## src/rtl/lbr_pkg.sv

```systemverilog
package lbr_pkg;
   // Order in which the beats of one line visit its quadwords.
   typedef enum logic {
      ORDER_INTERLEAVED = 1'b0,
      ORDER_LINEAR      = 1'b1
   } beat_order_e;
endpackage

```

## src/rtl/lbr_seq.sv

```systemverilog
module lbr_seq #(
   parameter int BEATS = 4,
   localparam int IDX_W = $clog2(BEATS)
) (
   input  logic             clk,
   input  logic             rst_n,
   input  logic             strobe_i,
   input  logic             write_i,
   input  logic             cache_req_i,
   input  logic             line_ok_i,
   output logic             accept_o,
   output logic             active_o,
   output logic [IDX_W-1:0] beat_o,
   output logic             burst_o,
   output logic             write_o,
   output logic             err_o
);
   localparam logic [IDX_W-1:0] LAST_IDX = IDX_W'(BEATS - 1);

   logic             active_q, burst_q, write_q, err_q;
   logic [IDX_W-1:0] beat_q;
   logic             last_beat;

   assign accept_o  = strobe_i && !active_q;
   assign last_beat = !burst_q || (beat_q == LAST_IDX);

   always_ff @(posedge clk or negedge rst_n) begin
      if (!rst_n) begin
         active_q <= 1'b0;
         burst_q  <= 1'b0;
         write_q  <= 1'b0;
         beat_q   <= '0;
         err_q    <= 1'b0;
      end else begin
         err_q <= strobe_i && active_q;
         if (accept_o) begin
            active_q <= 1'b1;
            beat_q   <= '0;
            write_q  <= write_i;
            // writebacks are lines by request; reads need the system's consent
            burst_q  <= write_i ? cache_req_i : (cache_req_i && line_ok_i);
         end else if (active_q) begin
            if (last_beat) active_q <= 1'b0;
            else           beat_q   <= beat_q + 1'b1;
         end
      end
   end

   assign active_o = active_q;
   assign beat_o   = beat_q;
   assign burst_o  = burst_q;
   assign write_o  = write_q;
   assign err_o    = err_q;

   p_line_run_r1: assert property (@(posedge clk) disable iff (!rst_n)
      active_q && burst_q && (beat_q != LAST_IDX) |=> active_q && (beat_q == $past(beat_q) + 1'b1));
   p_single_one_r1: assert property (@(posedge clk) disable iff (!rst_n)
      active_q && !burst_q |=> !active_q);
   p_start_r1: assert property (@(posedge clk) disable iff (!rst_n)
      $rose(active_q) |-> $past(strobe_i) && (beat_q == '0));
   p_err_busy_r7: assert property (@(posedge clk) disable iff (!rst_n)
      err_q |-> $past(strobe_i) && $past(active_q));
endmodule

```

## src/rtl/lbr_addr_gen.sv

```systemverilog
module lbr_addr_gen
   import lbr_pkg::*;
#(
   parameter int          ADDR_W = 13,
   parameter int          BEATS  = 4,
   parameter beat_order_e ORDER  = ORDER_INTERLEAVED,
   localparam int IDX_W  = $clog2(BEATS),
   localparam int LINE_W = ADDR_W - IDX_W
) (
   input  logic              clk,
   input  logic              rst_n,
   input  logic              load_i,
   input  logic              active_i,
   input  logic [ADDR_W-1:0] qw_addr_i,
   input  logic [IDX_W-1:0]  beat_i,
   output logic [ADDR_W-1:0] mem_addr_o
);
   logic [LINE_W-1:0] line_q;
   logic [IDX_W-1:0]  start_q;
   logic [IDX_W-1:0]  idx;

   always_ff @(posedge clk or negedge rst_n) begin
      if (!rst_n) begin
         line_q  <= '0;
         start_q <= '0;
      end else if (load_i) begin
         line_q  <= qw_addr_i[ADDR_W-1:IDX_W];
         start_q <= qw_addr_i[IDX_W-1:0];
      end
   end

   generate
      if (ORDER == ORDER_INTERLEAVED) begin : g_interleave
         assign idx = start_q ^ beat_i;
      end else begin : g_linear
         assign idx = start_q + beat_i;
      end
   endgenerate

   assign mem_addr_o = {line_q, idx};

   p_line_hold_r3: assert property (@(posedge clk) disable iff (!rst_n)
      active_i && $past(active_i) |-> $stable(mem_addr_o[ADDR_W-1:IDX_W]));
endmodule

```

## src/rtl/lbr_lane_mask.sv

```systemverilog
module lbr_lane_mask #(
   parameter int LANES = 8,
   localparam int DATA_W = LANES * 8
) (
   input  logic [DATA_W-1:0] data_i,
   input  logic [LANES-1:0]  lane_en_i,
   output logic [DATA_W-1:0] data_o
);
   generate
      for (genvar k = 0; k < LANES; k++) begin : g_lane
         assign data_o[k*8 +: 8] = lane_en_i[k] ? data_i[k*8 +: 8] : 8'h00;
      end
   endgenerate
endmodule

```

## src/rtl/line_burst_responder.sv

```systemverilog
module line_burst_responder
   import lbr_pkg::*;
#(
   parameter int          ADDR_W = 13,
   parameter int          DATA_W = 64,
   parameter int          BEATS  = 4,
   parameter beat_order_e ORDER  = ORDER_INTERLEAVED,
   localparam int LANES = DATA_W / 8,
   localparam int IDX_W = $clog2(BEATS)
) (
   input  logic              clk,
   input  logic              rst_n,
   input  logic              strobe_i,
   input  logic              write_i,
   input  logic              cache_req_i,
   input  logic              line_ok_i,
   input  logic [LANES-1:0]  byte_en_i,
   input  logic [ADDR_W-1:0] qw_addr_i,
   input  logic [DATA_W-1:0] wdata_i,
   output logic              ready_o,
   output logic              cache_en_o,
   output logic [DATA_W-1:0] rdata_o,
   output logic              busy_err_o,
   output logic [ADDR_W-1:0] mem_addr_o,
   output logic              mem_we_o,
   output logic [LANES-1:0]  mem_wstrb_o,
   output logic [DATA_W-1:0] mem_wdata_o,
   input  logic [DATA_W-1:0] mem_rdata_i
);
   initial begin
      a_lanes: assert (DATA_W % 8 == 0 && DATA_W >= 8) else $error("DATA_W must be whole bytes");
      a_beats: assert (BEATS >= 2 && (1 << IDX_W) == BEATS) else $error("BEATS must be a power of two");
      a_addr:  assert (ADDR_W > IDX_W) else $error("ADDR_W must exceed the beat index width");
   end

   logic             accept, active, burst_q, write_q;
   logic [IDX_W-1:0] beat;
   logic [LANES-1:0] be_q;
   logic [LANES-1:0] rd_lanes;

   lbr_seq #(.BEATS(BEATS)) u_seq (
      .clk(clk), .rst_n(rst_n), .strobe_i(strobe_i), .write_i(write_i),
      .cache_req_i(cache_req_i), .line_ok_i(line_ok_i), .accept_o(accept),
      .active_o(active), .beat_o(beat), .burst_o(burst_q), .write_o(write_q),
      .err_o(busy_err_o));

   lbr_addr_gen #(.ADDR_W(ADDR_W), .BEATS(BEATS), .ORDER(ORDER)) u_addr (
      .clk(clk), .rst_n(rst_n), .load_i(accept), .active_i(active),
      .qw_addr_i(qw_addr_i), .beat_i(beat), .mem_addr_o(mem_addr_o));

   // enables are captured once per cycle and never re-decoded per beat
   always_ff @(posedge clk or negedge rst_n) begin
      if (!rst_n)      be_q <= '0;
      else if (accept) be_q <= byte_en_i;
   end

   assign ready_o     = active;
   assign cache_en_o  = active && burst_q && !write_q && (beat == '0);
   assign mem_we_o    = active && write_q;
   assign mem_wstrb_o = burst_q ? '1 : be_q;
   assign mem_wdata_o = wdata_i;
   assign rd_lanes    = (active && !write_q) ? (burst_q ? '1 : be_q) : '0;

   lbr_lane_mask #(.LANES(LANES)) u_mask (
      .data_i(mem_rdata_i), .lane_en_i(rd_lanes), .data_o(rdata_o));

   p_ken_first_r2: assert property (@(posedge clk) disable iff (!rst_n)
      cache_en_o |-> $rose(ready_o) && !mem_we_o);
   p_we_in_ready_r9: assert property (@(posedge clk) disable iff (!rst_n)
      mem_we_o |-> ready_o);
   p_rdata_quiet_r9: assert property (@(posedge clk) disable iff (!rst_n)
      !ready_o |-> (rdata_o == '0));
   p_full_lanes_r6: assert property (@(posedge clk) disable iff (!rst_n)
      mem_we_o && !$rose(ready_o) |-> (mem_wstrb_o == '1));
   p_enables_held_r5: assert property (@(posedge clk) disable iff (!rst_n)
      ready_o && $past(ready_o) |-> $stable(mem_wstrb_o));
endmodule

```

## config.mk

```make
export PLATFORM = sky130hd
export DESIGN_NAME = line_burst_responder
export DESIGN_NICKNAME = d
export VERILOG_FILES = /design/src/rtl/lbr_pkg.sv /design/src/rtl/lbr_seq.sv /design/src/rtl/lbr_addr_gen.sv /design/src/rtl/lbr_lane_mask.sv /design/src/rtl/line_burst_responder.sv
export SDC_FILE = /design/constraint.sdc
export NUM_CORES = 1
export LEC_CHECK = 0
export ABC_AREA = 1
export BUFFER_PORTS_ARGS = -buffer_cell sky130_fd_sc_hd__buf_2
export CAP_MARGIN = 10
export CORE_AREA = 8 8 112 114
export CTS_CLUSTER_DIAMETER = 200
export CTS_CLUSTER_SIZE = 12
export DETAILED_ROUTE_END_ITERATION = 10
export DIE_AREA = 0 0 120 122
export PLACE_DENSITY = 0.65
export SETUP_SLACK_MARGIN = 0.15
export SYNTH_ARGS = -nofsm -noshare
export SYNTH_HDL_FRONTEND = slang
export SYNTH_SLANG_ARGS = --single-unit
```

## constraint.sdc

```tcl
create_clock -name clk -period 1.95 [get_ports clk]
set_clock_uncertainty 0.1 [all_clocks]
set_input_delay 0.39 -clock clk [delete_from_list [all_inputs] [get_ports clk]]
set_output_delay 0.39 -clock clk [all_outputs]
set_load 0.01 [all_outputs]
```

# Yosys cells after proc, flatten, opt, wreduce, memory -nomap -nowiden
# Index checks and enable logic that the tools add are counted.
# op_classes
n_addsub,1
n_eq_ne,2
muxes,17
n_bitwise,1
reduce_logical,15
# ops
op,count
$mux W8,10
$logic_and A1 B1 Y1,8
$mux W2,3
$mux W1,4
$logic_not A1 Y1,3
$add A2 B1 Y2 const B,1
$eq A2 B2 Y1 const B,1
$logic_not A2 Y1,1
$ne A2 B2 Y1 const B,1
$reduce_and A2 Y1,1
$reduce_bool A2 Y1,1
$xor A2 B2 Y2,1
$logic_or A1 B1 Y1,1
# totals
reg_bits,27
input_bits,155

# Longest topological paths before layout
# logic_depth
word_depth,5
ltp_mapped,6
ltp_nobuf,5

# Hierarchy
# A second synthesis with hierarchy kept.
# hier_totals
cells_unflattened,364
area_unflattened_um2,2247.2
# modules_own_cells
module,n_inst,cells_per_inst,area_each_um2,seq_area_each_um2
line_burst_responder,1,131,922.1,200.2
lbr_addr_gen,1,65,531.8,325.3
lbr_lane_mask,1,136,520.5,0.0
lbr_seq,1,32,272.8,150.1

# Worst setup path after synthesis
# No wires, ideal clock.
# synth_timing
path_type,reg-to-output
from,register u_seq.active_q (netlist: u_seq.active_o)
to,output port rdata_o[0]
arrival_time_ns,1.093
setup_slack_ns,0.367
path_stages_with_launch,5
path_buffers,0
cell_sequence,dfrtp_1 inv_2 nor2_8 nand2_4 nor2_1
# synth_via
elab_chain_cells,3
# synth_lines
element,line_no,source
"start, declared",lbr_seq.sv:20,"logic active_q, burst_q, write_q, err_q;"
"start signal, assigned",lbr_seq.sv:29,active_q <= 1'b0;
"start signal, assigned",lbr_seq.sv:37,active_q <= 1'b1;
"start signal, assigned",lbr_seq.sv:43,if (last_beat) active_q <= 1'b0;
$logic_and A1 B1 Y1,line_burst_responder.sv:62,assign rd_lanes = (active && !write_q) ? (burst_q ? '1 : be_q) : '0;
$mux W8,line_burst_responder.sv:62,
$mux W8,lbr_lane_mask.sv:11,assign data_o[k*8 +: 8] = lane_en_i[k] ? data_i[k*8 +: 8] : 8'h00;
"end, declared",line_burst_responder.sv:22,"output logic [DATA_W-1:0] rdata_o,"
# Every way passes these cells.

# Final worst setup path
# layout_timing
from,register u_seq.burst_q (netlist: u_seq.burst_o)
to,output port rdata_o[55]
# layout_via
elab_chain_cells,3
# layout_lines
element,line_no,source
"start, declared",lbr_seq.sv:20,
"start signal, assigned",lbr_seq.sv:41,burst_q <= write_i ? cache_req_i : (cache_req_i && line_ok_i);
$mux W8 (2 in a row),line_burst_responder.sv:62,
$mux W8,lbr_lane_mask.sv:11,
# Every way passes these cells.

==> results.md <==
- Crit path cell chain: buf_6 -> or2_4 -> nand2_8 -> nor2_1 -> buf_2
- Synth Net Count: 494
- Fmax: 0.5320 GHz
- ANT cells: 0
- Clock Tree Root: clkbuf_8
- RSZ-0062 raised after global routing: true
- Post-DRT Antenna Nets: 0
- Ranking of synthesized cells by instance count: nand2_1 (75), inv_1 (71), nor2_1 (65)
- Sw Ratio: 44.06%
- Core Rows: 38
- Sequential share of power: 28.3%
- CTS tree: built
- Count leader, synth: nand2_1
- Req. time, crit path: 1.46 ns
- Setup crit end kind: output pin
- Routed vias: 2,251
- DR pass1 iterations: 4
- Gr usage total: 11.18%
- Slowest-stage cell, CP: dfrtp_2
- Setup Total Neg Slack: 0 ns
- Synth-to-layout area growth: 41.80%
- Max FO, Critical Path: 8
- Clock Sink Count: 27
- #FFs+latches synth: 27
- Synth unique cells: 16
- Final Hold Viols: 0
- Drt drc: 0
- Internal power: 1.747 mW
- WL/cell: 15.47 um
- CP top delay family: flip-flops
- Share of the synthesized area in the top cell type: 30.34%
- Max-slew headroom: 59.67%
- Post-DP HPWL: 7.825 mm
- Run status: finished, final reports clean
- Largest net degree at the start of global routing: 28
- Power Dens Cells: 989.0 nW/um2
- Tightest Pin Transition: 0.6050 ns
- Die X-Extent: 120 um
- Top cell type by total area after synthesis: dfrtp_1
- Min Tclk post-route: 1.880 ns
- R2R Setup Slk: 0.64 ns
- Skew-Pair Late Insertion Delay: 0.27 ns
- Routed WL: 9.279 mm
- Port bufs: 179
- Starting Density: 20.82%
- Final Cycle Share: 96.39%
- Crit Path Class: reg -> out
- DRT iter0 DRCs: 19
- Synthesis warning total: 0
- Clock buffer depth: 2
- Reg2reg path depth: 5
- Routability Congestion: 0.7657
- Worst path depth: 5
- Sequential area share after synthesis: 30.34%
- Vias/cell: 3.752
- H-tree levels: 1
- Syn_area_per_cell: 6.609 um2
- Synthesized area: 2227 um2
- Comb power frac: 61.6%
- Top area cells in the synthesized netlist: dfrtp_1 (30%), buf_4 (22%), nand2_1 (13%), inv_1 (12%), nor2_1 (11%)
- Net Switching: 1.376 mW
- Crit path DAT: 1.39 ns
- Finished Layout Cells: 600
- Layout cell share with drive strength beyond 1: 51.30%
- HP Class: in -> async
- Max Cap Viol: 0
- Mapped Cells: 337
- Die Span Y: 122 um
- EDFF count, synth: 0
- Cts bufs inserted: 3
- Clock Pin Slew Worst Setup and Hold Paths: 0.09 ns
- Placed Cells: 589
- Clock share of power: 10.1%
- Final count of negative-setup-slack endpoints: 0
- Commonest register cell after synthesis: dfrtp_1
- IO Pins: 308
- Initial antenna violation count: 0
- Global-route wire length before repair: 13.11 mm
- FILL cells: 1,224
- Vias in the first global route: 2,267
- Global route total overflow: 0
- Post-layout net count: 618
- Slowest stage delay, CP: 0.42 ns
- Max IR drop VDD: 0.5620 mV
- Core footprint: 10,700 um2
- Leakage: 2.100 nW
- CP startpoint kind: flop
- Asr flop ratio synth: 100.0%
- WP buf/inv: 2
- Pins Over Slew Limit: 0
- DIE AREA: 14,640 um2
## placed cells by master, fill, tap and decap left out, drive strengths merged
cell	synthesis	layout
nand2	84	84
inv	73	73
dfrtp	27	27
buf	68	188
nor2	66	66
or2	8	8
nand3	4	4
clkbuf	1	4
o21ai	1	1
ha	2	2
xor2	2	2
nor3b	1	1
## through the flow
step / hold slack, ns / power [mW] / setup WS (ns) / instance area (um2) / util, %
after detailed placement: 0.3461 / 2.488 / 0.2234 / 2808 / 26.25
after global routing: 0.05842 / 3.398 / 0.01315 / 3158 / 29.52
after floorplan: -0.005591 / 1.914 / 0.3673 / 2227 / -
final: 0.01634 / 3.123 / 0.07043 / 3158 / 29.52
after CTS: 0.03846 / 3.029 / 0.06715 / 2975 / 27.81
after global placement: 0.3438 / 2.476 / 0.2158 / 2808 / 26.25
## repair_timing
| action | 4_1_cts | 5_1_grt |
|---|---|---|
| pin swaps | 18 | 7 |
| buffers inserted | 6 | 1 |
| hold buffers | 0 | 0 |
| endpoints found under the setup margin | 73 | 66 |
| gates resized for setup | 20 | 40 |
## worst paths after layout
check                                             start                       endpoint
hold reg to reg            u_addr.line_q[1]$_DFFE_PN0N_   u_addr.line_q[1]$_DFFE_PN0N_
min in group clk                           qw_addr_i[0]  u_addr.start_q[0]$_DFFE_PN0N_
max in group asynchronous                         rst_n      u_seq.burst_o$_DFFE_PN0N_
setup reg to reg               u_seq.active_o$_DFF_PN0_      u_seq.burst_o$_DFFE_PN0N_
setup / recovery              u_seq.burst_o$_DFFE_PN0N_                    rdata_o[55]
hold / removal                                    rst_n  u_addr.start_q[1]$_DFFE_PN0N_
## per-layer routing
layer | GRT usage, % | wire length (um)
met1 | 10.13 | 2830
met2 | 21.73 | 5159
met3 | 6.108 | 1227
met4 | 1.795 | 61
met5 | 0 | 0
## cell type report
| class | count | area, um2 | area share, % |
|---|---|---|---|
| clock buffer | 4 | 45.04 | 1.426 |
| sequential | 27 | 678.2 | 21.47 |
| timing repair buffer | 188 | 1062 | 33.64 |
| tap | 140 | 175.2 | 5.547 |
| multi-input combinational | 168 | 923.4 | 29.24 |
| inverter | 73 | 274.0 | 8.677 |
## state kept, by name, indices dropped and copies added (netlist names)
name / count
u_seq.err_o: 1
u_seq.write_o: 1
u_seq.beat_o: 2
u_addr.line_q: 11
u_addr.start_q: 2
u_seq.active_o: 1
be_q: 8
u_seq.burst_o: 1
## worst register-to-register path: stages, from the launching register on
cell	delay (ns)
dfrtp_1	0.40
inv_2	0.13
nand2_4	0.11
inv_2	0.32
nand3_1	0.12
nand2_1	0.08
## logic make-up after synthesis
kind of cell             count (synthesis)  share of synthesized area (%)
buffers and inverters                  142                          35.00
adder cells (fa/ha/maj)                  2                          1.123
XOR/XNOR                                 2                         0.7867
flip-flops                              27                          30.34
AND/OR/NAND/NOR                        163                          32.53
AO/OA/AOI/OAI                            1                         0.2245
## power groups by stage
stage | Combinational, mW | Sequential [mW] | Clock (mW)
CTS | 1.81 | 0.885 | 0.337
global placement | 1.58 | 0.899 | 0
finish | 1.92 | 0.885 | 0.316
detailed placement | 1.59 | 0.899 | 0
global route | 2.13 | 0.913 | 0.354
floorplan | 1.00 | 0.911 | 0
No activity file was read; power rests on OpenSTA's default activity.
